===== src/rtl/dom_timeout_guard_pkg.sv =====
package dom_timeout_guard_pkg;

    typedef enum logic [1:0] {
        MODE_SLEEP = 2'b00,
        MODE_FAST  = 2'b01,
        MODE_WAKE  = 2'b10,
        MODE_NORM  = 2'b11
    } tx_mode_e;

    typedef struct packed {
        logic cut;
        logic fault;
    } guard_state_t;

endpackage


===== src/rtl/dtg_limit_sel.sv =====
module dtg_limit_sel
    import dom_timeout_guard_pkg::*;
#(
    parameter int LIM_STD  = 2_500_000,
    parameter int LIM_WAKE = 3_750_000,
    parameter int CNT_W    = 22
) (
    input  logic [1:0]       mode,
    output logic [CNT_W-1:0] limit,
    output logic             awake
);

    always_comb begin
        limit = CNT_W'(LIM_STD);
        awake = 1'b1;
        case (tx_mode_e'(mode))
            MODE_SLEEP: begin
                awake = 1'b0;
            end
            MODE_WAKE: begin
                limit = CNT_W'(LIM_WAKE);
            end
            default: begin
                limit = CNT_W'(LIM_STD);
            end
        endcase
    end

endmodule


===== src/rtl/dtg_low_timer.sv =====
module dtg_low_timer #(
    parameter int CNT_MAX = 3_750_000,
    parameter int CNT_W   = 22
) (
    input  logic             clk,
    input  logic             rst_n,
    input  logic             run,
    output logic [CNT_W-1:0] cnt_q
);

    localparam logic [CNT_W-1:0] TOP = CNT_W'(CNT_MAX);

    logic [CNT_W-1:0] cnt_d;

    always_comb begin
        cnt_d = cnt_q;
        if (!run) begin
            cnt_d = '0;
        end else if (cnt_q < TOP) begin
            cnt_d = cnt_q + 1'b1;
        end
    end

    always_ff @(posedge clk or negedge rst_n) begin
        if (!rst_n) begin
            cnt_q <= '0;
        end else begin
            cnt_q <= cnt_d;
        end
    end

    // a saturated timer holds its value while the low persists
    p_no_wrap_r8: assert property (@(posedge clk) disable iff (!rst_n)
        (cnt_q == TOP && run) |=> (cnt_q == TOP));

    // any break in the low clears the timer on the next edge
    p_timer_clear_r9: assert property (@(posedge clk) disable iff (!rst_n)
        !run |=> (cnt_q == '0));

endmodule


===== src/rtl/dom_timeout_guard.sv =====
module dom_timeout_guard
    import dom_timeout_guard_pkg::*;
#(
    parameter int LIM_STD  = 2_500_000,
    parameter int LIM_WAKE = 3_750_000
) (
    input  logic       clk,
    input  logic       rst_n,
    input  logic       txd,
    input  logic [1:0] mode,
    input  logic       tx_allow,
    input  logic       fault_clr,
    output logic       drv_en,
    output logic       fault
);

    localparam int CNT_MAX = (LIM_WAKE > LIM_STD) ? LIM_WAKE : LIM_STD;
    localparam int CNT_W   = $clog2(CNT_MAX + 1);

    guard_state_t     st_d, st_q;
    logic [CNT_W-1:0] limit;
    logic [CNT_W-1:0] cnt_q;
    logic             awake;
    logic             active;
    logic             run;
    logic             expired;
    logic             cut;

    dtg_limit_sel #(
        .LIM_STD (LIM_STD),
        .LIM_WAKE(LIM_WAKE),
        .CNT_W   (CNT_W)
    ) u_limit (
        .mode (mode),
        .limit(limit),
        .awake(awake)
    );

    dtg_low_timer #(
        .CNT_MAX(CNT_MAX),
        .CNT_W  (CNT_W)
    ) u_timer (
        .clk  (clk),
        .rst_n(rst_n),
        .run  (run),
        .cnt_q(cnt_q)
    );

    always_comb begin
        active   = awake & tx_allow;
        run      = active & ~txd;
        expired  = (cnt_q >= limit);
        cut      = run & (st_q.cut | expired);
        drv_en   = run & ~cut;
        st_d.cut   = cut;
        st_d.fault = cut | (st_q.fault & ~fault_clr);
    end

    always_ff @(posedge clk or negedge rst_n) begin
        if (!rst_n) begin
            st_q <= '0;
        end else begin
            st_q <= st_d;
        end
    end

    assign fault = st_q.fault;

    // recessive request never drives
    p_txd_high_r1: assert property (@(posedge clk) disable iff (!rst_n)
        txd |-> !drv_en);

    // sleep never drives
    p_sleep_off_r2: assert property (@(posedge clk) disable iff (!rst_n)
        (mode == MODE_SLEEP) |-> !drv_en);

    // no drive without permission
    p_allow_off_r3: assert property (@(posedge clk) disable iff (!rst_n)
        !tx_allow |-> !drv_en);

    // a withheld drive stays withheld through a continuing low
    p_stay_cut_r5: assert property (@(posedge clk) disable iff (!rst_n)
        ($past(run && !drv_en) && run) |-> !drv_en);

    // a fresh low always starts with the driver enabled
    p_fresh_low_r6: assert property (@(posedge clk) disable iff (!rst_n)
        (run && !$past(run)) |-> drv_en);

    // fault is sticky until cleared
    p_fault_hold_r7: assert property (@(posedge clk) disable iff (!rst_n)
        (fault && !fault_clr) |=> fault);

endmodule


===== config.mk =====
export PLATFORM = sky130hd
export DESIGN_NAME = dom_timeout_guard
export DESIGN_NICKNAME = d
export VERILOG_FILES = /design/src/rtl/dom_timeout_guard_pkg.sv /design/src/rtl/dtg_limit_sel.sv /design/src/rtl/dtg_low_timer.sv /design/src/rtl/dom_timeout_guard.sv
export SDC_FILE = /design/constraint.sdc
export NUM_CORES = 1
export LEC_CHECK = 0
export BUFFER_PORTS_ARGS = -buffer_cell sky130_fd_sc_hd__buf_2
export CAP_MARGIN = 20
export CORE_ASPECT_RATIO = 1.25
export CORE_MARGIN = 2
export CORE_UTILIZATION = 30
export CTS_BUF_LIST = sky130_fd_sc_hd__clkbuf_8
export DETAILED_ROUTE_END_ITERATION = 8
export PLACE_DENSITY = 0.53
export SLEW_MARGIN = 5
export SYNTH_ARGS = -nofsm -noshare
export SYNTH_HDL_FRONTEND = slang
export SYNTH_SLANG_ARGS = --single-unit

===== constraint.sdc =====
create_clock -name clk -period 5.4 [get_ports clk]
set_input_delay 0.27 -clock clk [delete_from_list [all_inputs] [get_ports clk]]
set_output_delay 0.27 -clock clk [all_outputs]
set_load 0.02 [all_outputs]

## Yosys cells after proc, flatten, opt, wreduce, memory -nomap -nowiden

Index checks and enable logic that the tools add are counted.

- Bits in registers: 24
- Input bits: 7
- Output and inout port bits: 2
- Word-level logic and storage cells: 23

- Add/subtract/negate cells: 1
- Magnitude comparators: 2
- Equality and inequality tests: 2
- Multiplexer cells: 4
- Bitwise logic cells: 10
- Reduce and logical (&&, ||, !) cells: 1

Operators by type and width:

| kind | number |
|---|---|
| $mux 22 | 2 |
| $add 22x1->22 const B | 1 |
| $ge 22x22->1 | 1 |
| $lt 22x22->1 const B | 1 |
| $mux 21 | 1 |
| $and 1x1->1 | 5 |
| $not 1->1 | 3 |
| $eq 2x2->1 const B | 1 |
| $logic_not 2->1 | 1 |
| $ne 2x2->1 const B | 1 |
| $or 1x1->1 | 2 |
| $mux 1 | 1 |

## Logic depth before layout (Yosys ltp)

- Depth after elaboration: 7
- Mapped depth: 8
- Gate-level depth less buffers: 8

## Cells and area by module

Synthesis repeated with hierarchy kept, for this count alone.

- Cells, all modules: 241
- Area, all modules: 2060.7 µm²

Modules (own cells, without submodules):

| module | times used | cells an instance | area an instance (µm²) | seq. area each (µm²) |
|---|---|---|---|---|
| dtg_low_timer | 1 | 129 | 1232.4 | 550.5 |
| dom_timeout_guard | 1 | 87 | 649.4 | 50.0 |
| dtg_limit_sel | 1 | 25 | 178.9 | 0.0 |

## Worst setup path after synthesis

OpenSTA, ideal clock, no wires.

- Path type: input to output
- Start: input port mode[1]
- End: output port drv_en
- Arrival time: 1.868 ns
- Required time: 5.130 ns
- Path slack: 3.262 ns
- Cell stages on the path: 8
- Path buffers: 0
- Path through: nor2b_1 inv_1 ha_1 o21ai_0 nand2b_1 maj3_1 a21oi_1 and3_1

- Word-level cells in the longest chain between the ends: 7
- Elaborated cells on any way between the ends: 11
- Those cells by class: 1 x order compare; 1 x eq/ne; 2 x mux; 6 x bitwise; 1 x reduce/logical

RTL lines:

| element | RTL line | RTL |
|---|---|---|
| from (decl) | dom_timeout_guard.sv:10 | `input logic [1:0] mode,` |
| $eq 2x2->1 or $logic_not 2->1 (tied branches) | dtg_limit_sel.sv:16 | `case (tx_mode_e'(mode))` |
| $mux 21 or $mux 1 (tied branches) | dtg_limit_sel.sv:16 |  |
| $ge 22x22->1 or $and 1x1->1 (tied branches) | dom_timeout_guard.sv:52, dom_timeout_guard.sv:50 |  |
| $or 1x1->1 or $and 1x1->1 (tied branches) | dom_timeout_guard.sv:53, dom_timeout_guard.sv:51 |  |
| $and 1x1->1 | dom_timeout_guard.sv:53 | `cut = run & (st_q.cut \| expired);` |
| $not 1->1 | dom_timeout_guard.sv:54 | `drv_en = run & ~cut;` |
| $and 1x1->1 * | dom_timeout_guard.sv:54 |  |
| to (decl) | dom_timeout_guard.sv:13 | `output logic drv_en,` |

Every way passes the cells marked *; elsewhere a longest branch is shown, timed or not.

## Final worst setup path

Same ends and word-level chain as after synthesis.

==> flow_summary.ini <==
[status]
status = finished, violations left
violations = hold timing

[global_routing]
grt_pass1_vias = 1341
antenna_found_initial = 0
grt-ovfl-total = 0
grt_max_degree = 25
grt_usage = 0.140
grt_first_pass_wirelength_mm = 6.33

[synth]
netlist.area_leader.share = 0.382
avgSynthCellArea_sq_um = 8.73
synth_edf_count = 0
synth_top_area_cell = dfrtp_1
yosys_warnings = 0
synth-main-ff-cell = dfrtp_1
seq_area_frac_synth = 0.382
synth_area_sq_um = 1570
netlist_top_cells_count = 24 x dfrtp_1, 16 x nor2_1, 15 x a21oi_1, 15 x nand2_1, 13 x nand3_1
yosysMostFrequentCell = dfrtp_1
synthCells = 180
ys_types = 43
synth_area_leaders = dfrtp_1 38%, ha_1 5.6%, xnor2_1 5.0%
synth.net_count = 194
async_flop_share = 1.00
synth-seq-cells = 24

[timing]
rsz0062_at_grt = no
holdWs_ps = -10.5
fin_skew_ps = 5.08
max_clock_freq_mhz = 402
fin_crit_sh = 0.461
setup_violations = 0
setup_tns_ps = 0
timing_hold_violations_final = 24
worstMarginPinSlew_ps = 614
period_needed_ps = 2490
slew_headroom = 0.590
final_max_slew_viol_count = 0

[route]
via_count = 1392
routedWlPerCell_um = 14.5
via_per_inst = 5.57
drc = 0
drt-total-wl_mm = 3.63
ant_nets = 0
dr.pass1.iters = 4
drt_iter0_markers = 35

[clock_tree]
cts.path.max_buffers = 2
cts_tree = built
h-tree-depth = 1
clock_latency_ps = 270
cts_setup_buffers = 0
cts_hold_buffers = 0
numCtsBuffers = 3
ctsResizeCount = 0
cts_sinks = 24
cts-root-buf = clkbuf_8
clk_pin_slew_ps = 90

[setup_path]
cp.depth = 10
reg2reg_from = u_timer.cnt_q[10]
rrSetupSlack_ps = 3300
reg2reg_depth = 5
critPathLaunchType = input port
worstPathRequired_ps = 5130
worst_path_max_delay_cell = ha_1
critPathCaptureType = output port
critPathCapture = drv_en
path_cells = buf_2, nor2b_1, inv_1, ha_1, a21oi_1, nor2b_1, o2111a_1, o211ai_1, and3_1, buf_2
critPathTopFamily = simple AND/OR/NAND/NOR gates
cp_num_buf_inv = 3
reg2reg_to = u_timer.cnt_q[9]
arrival_ps = 2220
crit_start = mode[1]
slowest_delay_ps = 350
crit_type = input port to output port
worst-path-max-fanout = 9

[power]
leakagePower_nw = 0.678
worst_ir_drop_vdd_v = 0.0000606
p_sw_frac = 0.229
share_comb_of_total_power = 0.056
seq_power_share = 0.556
intPower_w = 0.000251
switchingPower_w = 0.0000744
powerDensity_nw_per_um2 = 189
pwr-share-clk = 0.388
finalPower_w = 0.000325

[floorplanning]
dieArea_sq_um = 5840
start_util = 0.309
fp.coreArea_sq_um = 5080
die_width_um = 68.7
ios = 9
chipHeight_um = 84.9
num_rows = 29

[flow_run]
cap_violations = 0

[placed_design]
hpwl_mm = 2.57
io_buffer_count = 8
gp_congestion = 0.774

[cells_and_area]
areaGrowthSynthToFinish_pct = 9.71
final_nets = 203
drive_above_1_share = 0.0851
antennaDiodeCount = 0
fillers = 544

[worst_hold_path]
min_path_type = input port to asynchronous set/reset pin
-- cells by family (layout without fill, tap and decap cells) --
group | count (synthesis) | after routing | synth area share
simple gates | 79 | 79 | 0.270
compound gates | 44 | 44 | 0.188
flops | 24 | 24 | 0.382
buf+inv | 15 | 23 | 0.0414
xor+xnor | 9 | 9 | 0.0502
fa+ha+maj | 8 | 8 | 0.0621
mux | 1 | 1 | 0.00637
-- placed cells by master (no fill, tap or decap), drive strengths merged, types with 2 or more instances in the layout --
cell	Yosys	layout
inv	10	10
dfrtp	24	24
o21a	3	3
nand4	4	4
o21ai	6	6
buf	2	9
clkbuf	3	4
nor2b	3	3
a21oi	15	15
ha	7	7
or3	2	2
nand3	13	13
a31oi	2	2
and4	2	2
xnor2	9	9
nor3	4	4
or4	5	5
nor4	6	6
nand2b	2	2
nand2	15	15
o31ai	5	5
nor2	16	16
and3	4	4
o211ai	3	3
-- layout make-up --
class,count,area (sq um),share of cell area
multi-input combinational,141,906,0.525
sequential,24,601,0.348
tap,62,77.6,0.0450
clock buffer,4,55.1,0.0319
timing repair buffer,9,47.5,0.0276
inverter,10,37.5,0.0218
-- worst min path at each step --
stage,from,end
2_1_floorplan,rst_n,fault
3_3_place_gp,rst_n,u_timer.cnt_q[14]
3_5_place_dp,rst_n,u_timer.cnt_q[14]
4_1_cts,rst_n,u_timer.cnt_q[17]
5_1_grt,rst_n,u_timer.cnt_q[13]
6_report,rst_n,u_timer.cnt_q[18]
-- power by group through the flow --
stage	combinational (W)	sequential [W]	clock, W
5_1_grt	0.0000210	0.000181	0.000139
4_1_cts	0.0000187	0.000181	0.000133
6_report	0.0000181	0.000181	0.000126
3_3_place_gp	0.0000185	0.000184	0
3_5_place_dp	0.0000185	0.000184	0
2_1_floorplan	0.00000895	0.000184	0
-- sequential cells by signal, summed over array words and instances, names as in the netlist --
register       count
fault              1
st_q               1
u_timer.cnt_q     22
-- worst register-to-register path, cell delays in order (launching register included) --
cell	delay [ps]
dfrtp_1	480
nor4_2	360
a21oi_1	130
o21a_1	380
or4_1	530
a21oi_1	150
-- through the flow --
| stage | utilization | instance area [sq um] | cells | setup WS (ps) |
|---|---|---|---|---|
| floorplan | - | 1570 | 180 | 3260 |
| global placement | 0.329 | 1670 | 246 | 2970 |
| detailed placement | 0.329 | 1670 | 246 | 2930 |
| CTS | 0.339 | 1720 | 250 | 2920 |
| global route | 0.339 | 1720 | 250 | 2730 |
| finish | 0.339 | 1720 | 250 | 2910 |
-- metal layers --
layer	routed length, um	vias to the layer above	GRT usage
met5	0	-	0
met4	72	0	0.0463
li1	-	680	-
met2	1820	21	0.230
met3	76	7	0.0212
met1	1660	684	0.186
No activity file was read; power rests on OpenSTA's default activity.
